$ cat config.mk
export PLATFORM = sky130hd
export DESIGN_NAME = bwc_width_conv
export DESIGN_NICKNAME = d
export VERILOG_FILES = /design/src/rtl/bwc_pkg.sv /design/src/rtl/bwc_cfg_latch.sv /design/src/rtl/bwc_splitter.sv /design/src/rtl/bwc_packer.sv /design/src/rtl/bwc_width_conv.sv
export SDC_FILE = /design/constraint.sdc
export NUM_CORES = 1
export LEC_CHECK = 0
export BUFFER_PORTS_ARGS = -buffer_cell sky130_fd_sc_hd__buf_2
export CELL_PAD_IN_SITES_DETAIL_PLACEMENT = 2
export CELL_PAD_IN_SITES_GLOBAL_PLACEMENT = 2
export CORE_AREA = 2 2 232 234
export CTS_CLUSTER_SIZE = 40
export DETAILED_ROUTE_END_ITERATION = 10
export DIE_AREA = 0 0 234 236
export PLACE_DENSITY_LB_ADDON = 0.25
export SLEW_MARGIN = 20
export SYNTH_ARGS = -nofsm -noshare
export SYNTH_HDL_FRONTEND = slang
export SYNTH_HIERARCHICAL = 1
export SYNTH_SLANG_ARGS = --single-unit
$ cat constraint.sdc
create_clock -name clk -period 10.1 [get_ports clk]
set_input_delay 0.505 -clock clk [delete_from_list [all_inputs] [get_ports clk]]
set_output_delay 0.505 -clock clk [all_outputs]
set_load 0.01 [all_outputs]
$ cat src/rtl/bwc_pkg.sv
`timescale 1ns/1ps
package bwc_pkg;
  typedef enum logic [1:0] {
    WID_BYTE = 2'd0,
    WID_WORD = 2'd1,
    WID_LONG = 2'd2
  } width_e;
endpackage

$ cat src/rtl/bwc_cfg_latch.sv
`timescale 1ns/1ps
module bwc_cfg_latch #(
  parameter int LANES_LOG2 = 2,
  parameter int SHW        = 2
) (
  input  logic           clk,
  input  logic           rst_n,
  input  logic [1:0]     width_i,
  input  logic           big_i,
  output logic [SHW-1:0] sh_o,
  output logic           big_o
);
  import bwc_pkg::*;

  logic [SHW-1:0] sh_d;

  // log2 of base lanes per sub-word
  always_comb begin
    case (width_i)
      WID_BYTE: sh_d = '0;
      WID_WORD: sh_d = SHW'((LANES_LOG2 > 0) ? 1 : 0);
      default:  sh_d = SHW'(LANES_LOG2);
    endcase
  end

  // configuration tracks the pins only while reset is held
  always_ff @(posedge clk) begin
    if (!rst_n) begin
      sh_o  <= sh_d;
      big_o <= big_i;
    end
  end

  p_cfg_frozen_r8: assert property (@(posedge clk) disable iff (!rst_n)
    $past(rst_n) |-> ($stable(sh_o) && $stable(big_o)));
endmodule

$ cat src/rtl/bwc_splitter.sv
`timescale 1ns/1ps
module bwc_splitter #(
  parameter int LANE_W     = 9,
  parameter int LANES_LOG2 = 2,
  parameter int CW         = 2,
  parameter int SHW        = 2
) (
  input  logic                           clk,
  input  logic                           rst_n,
  input  logic [SHW-1:0]                 sh_i,
  input  logic                           big_i,
  input  logic                           in_valid,
  output logic                           in_ready,
  input  logic [LANE_W*(1<<LANES_LOG2)-1:0] in_data,
  output logic                           out_valid,
  input  logic                           out_ready,
  output logic [LANE_W*(1<<LANES_LOG2)-1:0] out_data
);
  localparam int LANES  = 1 << LANES_LOG2;
  localparam int LONG_W = LANE_W * LANES;

  logic [LONG_W-1:0] word_q;
  logic              busy_q;
  logic [CW-1:0]     cnt_q, last_idx, idx;
  logic              last;

  always_comb begin
    last_idx = CW'((LANES >> sh_i) - 1);
    last     = (cnt_q == last_idx);
    idx      = big_i ? (last_idx - cnt_q) : cnt_q;
  end

  assign out_valid = busy_q;
  assign in_ready  = !busy_q || (out_ready && last);

  always_ff @(posedge clk) begin
    if (!rst_n) begin
      busy_q <= 1'b0;
      cnt_q  <= '0;
      word_q <= '0;
    end else begin
      if (out_valid && out_ready) begin
        if (last) begin
          busy_q <= 1'b0;
          cnt_q  <= '0;
        end else begin
          cnt_q <= cnt_q + CW'(1);
        end
      end
      if (in_valid && in_ready) begin
        busy_q <= 1'b1;
        word_q <= in_data;
        cnt_q  <= '0;
      end
    end
  end

  // pick the base lanes of the current sub-word onto the low narrow lanes
  always_comb begin
    out_data = '0;
    for (int l = 0; l < LANES; l++) begin
      if (l < (1 << sh_i))
        out_data[l*LANE_W +: LANE_W] =
          word_q[((int'(idx) << sh_i) + l)*LANE_W +: LANE_W];
    end
  end

  p_hold_r9: assert property (@(posedge clk) disable iff (!rst_n)
    (out_valid && !out_ready) |=> (out_valid && $stable(out_data)));

  p_upper_zero_r6: assert property (@(posedge clk) disable iff (!rst_n)
    (out_valid && (sh_i != SHW'(LANES_LOG2))) |-> (out_data[LONG_W-1:LONG_W/2] == '0));
endmodule

$ cat src/rtl/bwc_packer.sv
`timescale 1ns/1ps
module bwc_packer #(
  parameter int LANE_W     = 9,
  parameter int LANES_LOG2 = 2,
  parameter int CW         = 2,
  parameter int SHW        = 2
) (
  input  logic                           clk,
  input  logic                           rst_n,
  input  logic [SHW-1:0]                 sh_i,
  input  logic                           big_i,
  input  logic                           in_valid,
  output logic                           in_ready,
  input  logic [LANE_W*(1<<LANES_LOG2)-1:0] in_data,
  output logic                           out_valid,
  input  logic                           out_ready,
  output logic [LANE_W*(1<<LANES_LOG2)-1:0] out_data
);
  localparam int LANES  = 1 << LANES_LOG2;
  localparam int LONG_W = LANE_W * LANES;

  logic [LONG_W-1:0] acc_q;
  logic              full_q;
  logic [CW-1:0]     cnt_q, last_idx, idx;
  logic              last;

  always_comb begin
    last_idx = CW'((LANES >> sh_i) - 1);
    last     = (cnt_q == last_idx);
    idx      = big_i ? (last_idx - cnt_q) : cnt_q;
  end

  assign in_ready  = !full_q;
  assign out_valid = full_q;
  assign out_data  = acc_q;

  always_ff @(posedge clk) begin
    if (!rst_n) begin
      acc_q  <= '0;
      full_q <= 1'b0;
      cnt_q  <= '0;
    end else begin
      if (out_valid && out_ready) full_q <= 1'b0;
      if (in_valid && in_ready) begin
        for (int l = 0; l < LANES; l++) begin
          if (l < (1 << sh_i))
            acc_q[((int'(idx) << sh_i) + l)*LANE_W +: LANE_W] <= in_data[l*LANE_W +: LANE_W];
        end
        if (last) begin
          full_q <= 1'b1;
          cnt_q  <= '0;
        end else begin
          cnt_q <= cnt_q + CW'(1);
        end
      end
    end
  end

  p_hold_r9: assert property (@(posedge clk) disable iff (!rst_n)
    (out_valid && !out_ready) |=> (out_valid && $stable(out_data)));

  p_rise_after_take_r7: assert property (@(posedge clk) disable iff (!rst_n)
    $rose(out_valid) |-> $past(in_valid && in_ready));

  p_drop_after_take_r9: assert property (@(posedge clk) disable iff (!rst_n)
    (out_valid && out_ready) |=> !out_valid);
endmodule

$ cat src/rtl/bwc_width_conv.sv
`timescale 1ns/1ps
module bwc_width_conv #(
  parameter int LANE_W     = 9,
  parameter int LANES_LOG2 = 2
) (
  input  logic                              clk,
  input  logic                              rst_n,
  input  logic [1:0]                        cfg_width,
  input  logic                              cfg_big_endian,
  input  logic                              long_in_valid,
  output logic                              long_in_ready,
  input  logic [LANE_W*(1<<LANES_LOG2)-1:0] long_in_data,
  output logic                              nar_out_valid,
  input  logic                              nar_out_ready,
  output logic [LANE_W*(1<<LANES_LOG2)-1:0] nar_out_data,
  input  logic                              nar_in_valid,
  output logic                              nar_in_ready,
  input  logic [LANE_W*(1<<LANES_LOG2)-1:0] nar_in_data,
  output logic                              long_out_valid,
  input  logic                              long_out_ready,
  output logic [LANE_W*(1<<LANES_LOG2)-1:0] long_out_data
);
  localparam int CW  = (LANES_LOG2 > 0) ? LANES_LOG2 : 1;
  localparam int SHW = (LANES_LOG2 > 0) ? $clog2(LANES_LOG2 + 1) : 1;

  logic [SHW-1:0] sh;
  logic           big;

  bwc_cfg_latch #(.LANES_LOG2(LANES_LOG2), .SHW(SHW)) u_cfg (
    .clk(clk), .rst_n(rst_n), .width_i(cfg_width), .big_i(cfg_big_endian),
    .sh_o(sh), .big_o(big)
  );

  bwc_splitter #(.LANE_W(LANE_W), .LANES_LOG2(LANES_LOG2), .CW(CW), .SHW(SHW)) u_split (
    .clk(clk), .rst_n(rst_n), .sh_i(sh), .big_i(big),
    .in_valid(long_in_valid), .in_ready(long_in_ready), .in_data(long_in_data),
    .out_valid(nar_out_valid), .out_ready(nar_out_ready), .out_data(nar_out_data)
  );

  bwc_packer #(.LANE_W(LANE_W), .LANES_LOG2(LANES_LOG2), .CW(CW), .SHW(SHW)) u_pack (
    .clk(clk), .rst_n(rst_n), .sh_i(sh), .big_i(big),
    .in_valid(nar_in_valid), .in_ready(nar_in_ready), .in_data(nar_in_data),
    .out_valid(long_out_valid), .out_ready(long_out_ready), .out_data(long_out_data)
  );
endmodule

## Word-level counts from Yosys, hierarchy flattened

Cells that the tools add are included.

- $add $sub $neg: 15
- Multipliers: 8
- Divide/modulo/power cells: 0
- Magnitude comparators: 4
- Equality and inequality tests: 3
- Shift-type cells: 16
- Muxes and demuxes: 29
- Bitwise logic cells: 1
- Reduce and logical (&&, ||, !) cells: 13

Operator list:

| cell | number |
|---|---|
| 2-to-1 mux 36 bit | 10 |
| multiplier 32 x 5 -> 32 bit (second input constant) | 8 |
| bitwise mux 36 bit | 4 |
| variable shift 9 x 33 -> 36 bit (first input constant) | 4 |
| indexed part select 36 x 32 -> 9 bit | 4 |
| indexed part select 9 x 33 -> 36 bit | 4 |
| negator 32 -> 33 bit | 4 |
| adder 32 x 3 -> 32 bit (second input constant) | 4 |
| adder 32 x 2 -> 32 bit (second input constant) | 2 |
| less-than comparator 3 x 32 -> 1 bit (first input constant) | 2 |
| left shift 2 x 2 -> 32 bit | 2 |
| 2-to-1 mux 9 bit | 4 |
| less-than comparator 1 x 32 -> 1 bit (first input constant) | 1 |
| less-than comparator 2 x 32 -> 1 bit (first input constant) | 1 |
| left shift 1 x 2 -> 32 bit (first input constant) | 1 |
| 2-to-1 mux 2 bit | 4 |
| 2-to-1 mux 1 bit | 6 |
| logical AND 1 bit | 5 |
| adder 2 x 1 -> 2 bit (second input constant) | 2 |
| == test 2 bit | 2 |
| one-hot mux 2 bit (2 select lines) | 1 |
| nonzero test 2 bit | 2 |
| subtractor 2 bit | 2 |
| >> shifter 3 x 2 -> 2 bit (first input constant) | 1 |
| other kinds (8) | 9 |

- Register bits after elaboration: 81
- Latch bits: 0
- Bits in writable memories: 0
- ROM bits: 0
- Input port bits: 81
- Output and inout bits: 76
- Logic and storage cells: 97
- Memories: 0

## Depth between registers and ports, before layout

- Depth in word-level cells: 22
- Mapped depth: 36
- Mapped depth without buffers: 26

## Cells and area by module

The synthesis kept the hierarchy.

Modules (own cells, without submodules):

| module | instances | cells each | area an instance (µm²) |
|---|---|---|---|
| bwc_packer | 1 | 1,566 | 10,406.2 |
| bwc_splitter | 1 | 1,120 | 7,832.5 |
| bwc_cfg_latch | 1 | 6 | 103.8 |

## Least setup slack after synthesis

Ideal clock, no wire load.

- Kind: register to register
- From: reg u_cfg.sh_o[0]
- To: reg u_pack.acc_q[1] (netlist: u_pack/out_data[1])
- Arrival: 7.901 ns
- Slack: 2.082 ns
- Cell stages (with the launch flop): 34
- Path through: edfxtp_1 -> buf_2 -> buf_2 -> inv_2 -> ha_1 -> ha_1 -> clkbuf_1 -> nor2b_1 -> mux2i_1 -> a31o_2 -> buf_2 -> buf_2 -> buf_1 -> clkbuf_1 -> ha_1 -> clkbuf_1 -> clkbuf_1 -> inv_1 -> clkbuf_1 -> clkbuf_1 -> ha_1 -> fa_1 -> xnor2_1 -> nor2b_1 -> nand2_1 -> a21oi_1 -> ha_1 -> nand2b_1 -> a2111oi_1 -> a41oi_1 -> nor2_1 -> a31oi_1 -> a221o_1 -> a32o_1

- Cells in the longest elaborated chain, start to end: 22
- Elaborated cells on any way between the ends: 43
- Classes of those cells: 9 x add/sub; 4 x mul; 4 x order compare; 11 x shift; 15 x mux

Ends and longest elaborated chain:

| what | line | RTL |
|---|---|---|
| start, declared | bwc_cfg_latch.sv:10 | `output logic [SHW-1:0] sh_o,` |
| start signal, assigned | bwc_cfg_latch.sv:29 | `sh_o <= sh_d;` |
| branches (longest 21 deep; another with negator 32 -> 33 bit) | -- |  |
| 2-to-1 mux 36 bit * | bwc_packer.sv:46 | `if (l < (1 << sh_i))` |
| end signal, assigned by index | bwc_packer.sv:47 | `acc_q[((int'(idx) << sh_i) + l)*LANE_W +: LANE_W] <= in_data[l*LANE_W +: LANE_W];` |
| end, declared | bwc_packer.sv:22 | `logic [LONG_W-1:0] acc_q;` |

Mark *: on every way between the ends. The select of a mux whose other input is x is not followed.
A chain may end at the register's enable or synchronous reset.

## Worst setup path in the final report

- From: reg u_cfg.sh_o[1]
- To: reg u_pack.acc_q[20] (netlist: u_pack/out_data[20])

The elaborated chain is that of the path after synthesis.

==> run metrics <==
Net Switching 2267 uW; Post-synth ARST share 0%; largest net degree at the start of global routing 77; dominant cells by area after synthesis mux2i_1 (9.8%), dfxtp_1 (8.5%), nand2_1 (6.9%), a21oi_1 (5.8%), nor2_1 (4.6%); P_leak 0.007740 uW; final worst path period need 9.283 ns; largest family of logic cells by synthesized area compound AO/OA/AOI/OAI gates; Startpoint Class flop; worst r2r path cells 23; CTS Root Cell clkbuf_16; GRT overflow 0; fin worst setup slack 0.8171 ns; TritonCTS Sinks 81; measured slew at the worst slew-check pin 1.189 ns; Routed WL per cell 34.49 microns; top_reg_cell synth dfxtp_1; cts hold-fix bufs 0; RR Endpoint u_pack/out_data[20]; DRT antenna net count 0; part of the power in the clock network 9.4%; IO Port Bufs 156; power density cells 182.6 nW/um^2; post-DP HPWL 93270 microns; Hold Vio Cnt, Final 0; RSZ-0062 raised after global routing no; synthesized area 18340 sq um; chip height 236 microns; fin crit share 91.91%; Compound-Gate Fraction of Synth Area 33.78%; status complete, no violations; Final Util 37.62%; area leader, netlist mux2i_1; Rel. slew slack 19.87%; Seq/Total Area, Yosys 9.004%; Cells after Synth 2692; Die X 234 microns; Critical Path Fanout Max 43; critical path capture point u_pack/out_data[20]; Req. time, crit path 10.38 ns; Net Sw Frac 62.17%; Die ar. 55220 sq um; Worst Setup Path Type flop to flop; Final TNS setup 0 ns; Max-Cap Viols 0; Synth Area in XOR/XNOR 2.817%; Yosys top cell area share 9.823%; fillers 6502; crit path DAT 9.57 ns; most frequent cells in the layout nand2_1 (337), nor2_1 (224), a21oi_1 (213), mux2i_1 (180), buf_2 (156); Avg Cell Area, Syn 6.814 sq um; first-pass GRT wire length 170700 microns; #FFs+latches synth 81; worst reg-to-reg setup slack 0.82 ns; synthesis-to-finish area growth 8.840%; clock transition at the registers of the reported paths 0.08 ns; CTS buffer count 9; Comb pwr share 78.6%; Final Skew 0.01282 ns; vias in the first global route 24700; worst flop-to-flop path startpoint u_cfg/sh_o[1]; initial core utilization 34.56%; post-synthesis simple-gate area fraction 28.03%; critical path startpoint u_cfg/sh_o[1]; Pins Over Slew Limit 0; VDD IR max 99.04 uV; final wirelength 117800 microns; # IOs 157; routed via count 23879; FF+latch area 1652 sq um; worst hold slack 0.3418 ns; initial antenna violation count 1; Max Root-Sink Buffers 2; Yosys cell types 111; Via density 6.994; Adder-Cell Fraction of Synth Area 4.857%; Final Wtd Congestion 1.094; area of the core 53070 sq um; Setup crit end kind flop; multi-input logic area 15650 sq um; CTS tree yes; commonest non-fill, non-tap cell in the layout nand2_1; H-Tree Depth 3; Total GRT Usage 41.60%; mux cell area share after synthesis 15.18%; Cell Int Power 1380 uW; Iter 0 DRT Violations 2227; DR DRC count 0; DRT Pass-1 Iters 5; final setup violation count 0; dpl ws 1.222 ns; Synth Warn # 6; post-cts resize count 0; worst min-delay path category input port to flop; Site Rows 85; Max Freq 0.1077 GHz; Sequential Power Share 12.0%; share of cells above drive strength 1 13.70%; worst-skew pair later-pin latency 0.39 ns; Post-synth EDFFs 3; Final nets 2859; Post-CTS Setup Bufs 0
-- registers in the layout, summed over array words and instances (netlist names) --
| register | count |
|---|---|
| u_pack/out_valid | 1 |
| u_pack/out_data | 36 |
| u_split/cnt_q | 2 |
| u_cfg/sh_o | 2 |
| u_cfg/big_o | 1 |
| u_pack/cnt_q | 2 |
| u_split/word_q | 36 |
| u_split/out_valid | 1 |
-- power by group through the flow --
stage	sequential [uW]	clock (uW)	combinational (uW)
floorplan	402	0	1730
global placement	438	0	2700
detailed placement	439	0	2760
CTS	432	351	2770
global route	436	359	3010
finish	436	343	2870
-- metal layers --
layer	wire (microns)	track usage [%]	vias to the layer above
met5	0	0	-
met4	10800	32.87	0
met3	7003	5.247	385
met2	55300	68.43	1105
met1	44660	48.45	12058
li1	-	-	10331
-- cell type report --
type / count / area share [%]
diodes: 2 / 0.02507
clock buffers: 11 / 1.216
clock inverters: 5 / 0.1943
flip-flops and latches: 81 / 8.273
repair buffers: 221 / 6.355
multi-input cells: 2336 / 78.41
well taps: 696 / 4.362
inverters: 62 / 1.166
-- kinds of logic (layout without fill, tap and decap cells) --
group,Yosys count,after routing
AOI/OAI and AO/OA,911,911
and+or+nand+nor,1059,1059
xor gates and xnor gates,54,54
muxes,238,238
DFF,81,81
buffers and inverters,279,299
adders and majority gates,67,67
other,3,9
-- per-stage QoR --
step	cell area [sq um]	instances	total power, uW
global placement	19660	3396	3142
global route	19960	3412	3804
floorplan	18360	2696	2137
finish	19960	3414	3646
detailed placement	19670	3396	3198
CTS	19950	3412	3558
-- worst min path at each step --
stage,startpoint,to,cells after the start
finish,cfg_big_endian,u_cfg/big_o,1
global route,cfg_big_endian,u_cfg/big_o,1
CTS,cfg_big_endian,u_cfg/big_o,1
detailed placement,u_pack/out_data[35],u_pack/out_data[35],2
global placement,u_pack/out_data[35],u_pack/out_data[35],2
floorplan,u_split/word_q[30],u_split/word_q[30],2
-- worst max-delay path: stages, from the launching register on --
cell      delay, ns
edfxtp_1       0.36
buf_4          0.41
ha_1           0.28
ha_1           0.29
xor2_2         0.20
or3_1          0.39
a31o_2         0.26
buf_4          0.30
ha_1           1.04
inv_1          0.54
ha_1           0.46
ha_1           0.19
inv_1          0.07
fa_1           0.43
xor2_1         0.55
nand2_1        0.14
nor4_1         0.20
o21ai_1        0.17
and4_1         0.28
or2_1          0.43
or3_1          0.44
a311oi_1       0.87
a221oi_1       0.48
a31o_1         0.33
-- synthesized netlist by cell type (20+ instances only) --
cell / count
nand2_1: 338
xnor2_1: 30
inv_1: 52
mux2_2: 26
a211oi_1: 39
nor4_1: 30
o22ai_1: 51
a22oi_1: 30
mux4_2: 29
a21o_1: 25
or3_1: 27
nor2_1: 226
nor3_1: 98
and2_1: 20
a21boi_0: 48
clkbuf_1: 136
mux2i_1: 180
dfxtp_1: 78
buf_2: 56
nand3_1: 107
nor2b_1: 22
o211ai_1: 32
ha_1: 60
nand2b_1: 26
and3_1: 36
a21oi_1: 213
o221ai_1: 22
a32oi_1: 22
o21ai_0: 122
nand4_1: 42
a31oi_1: 74
Note: power is estimated with default switching activity, not from simulation.
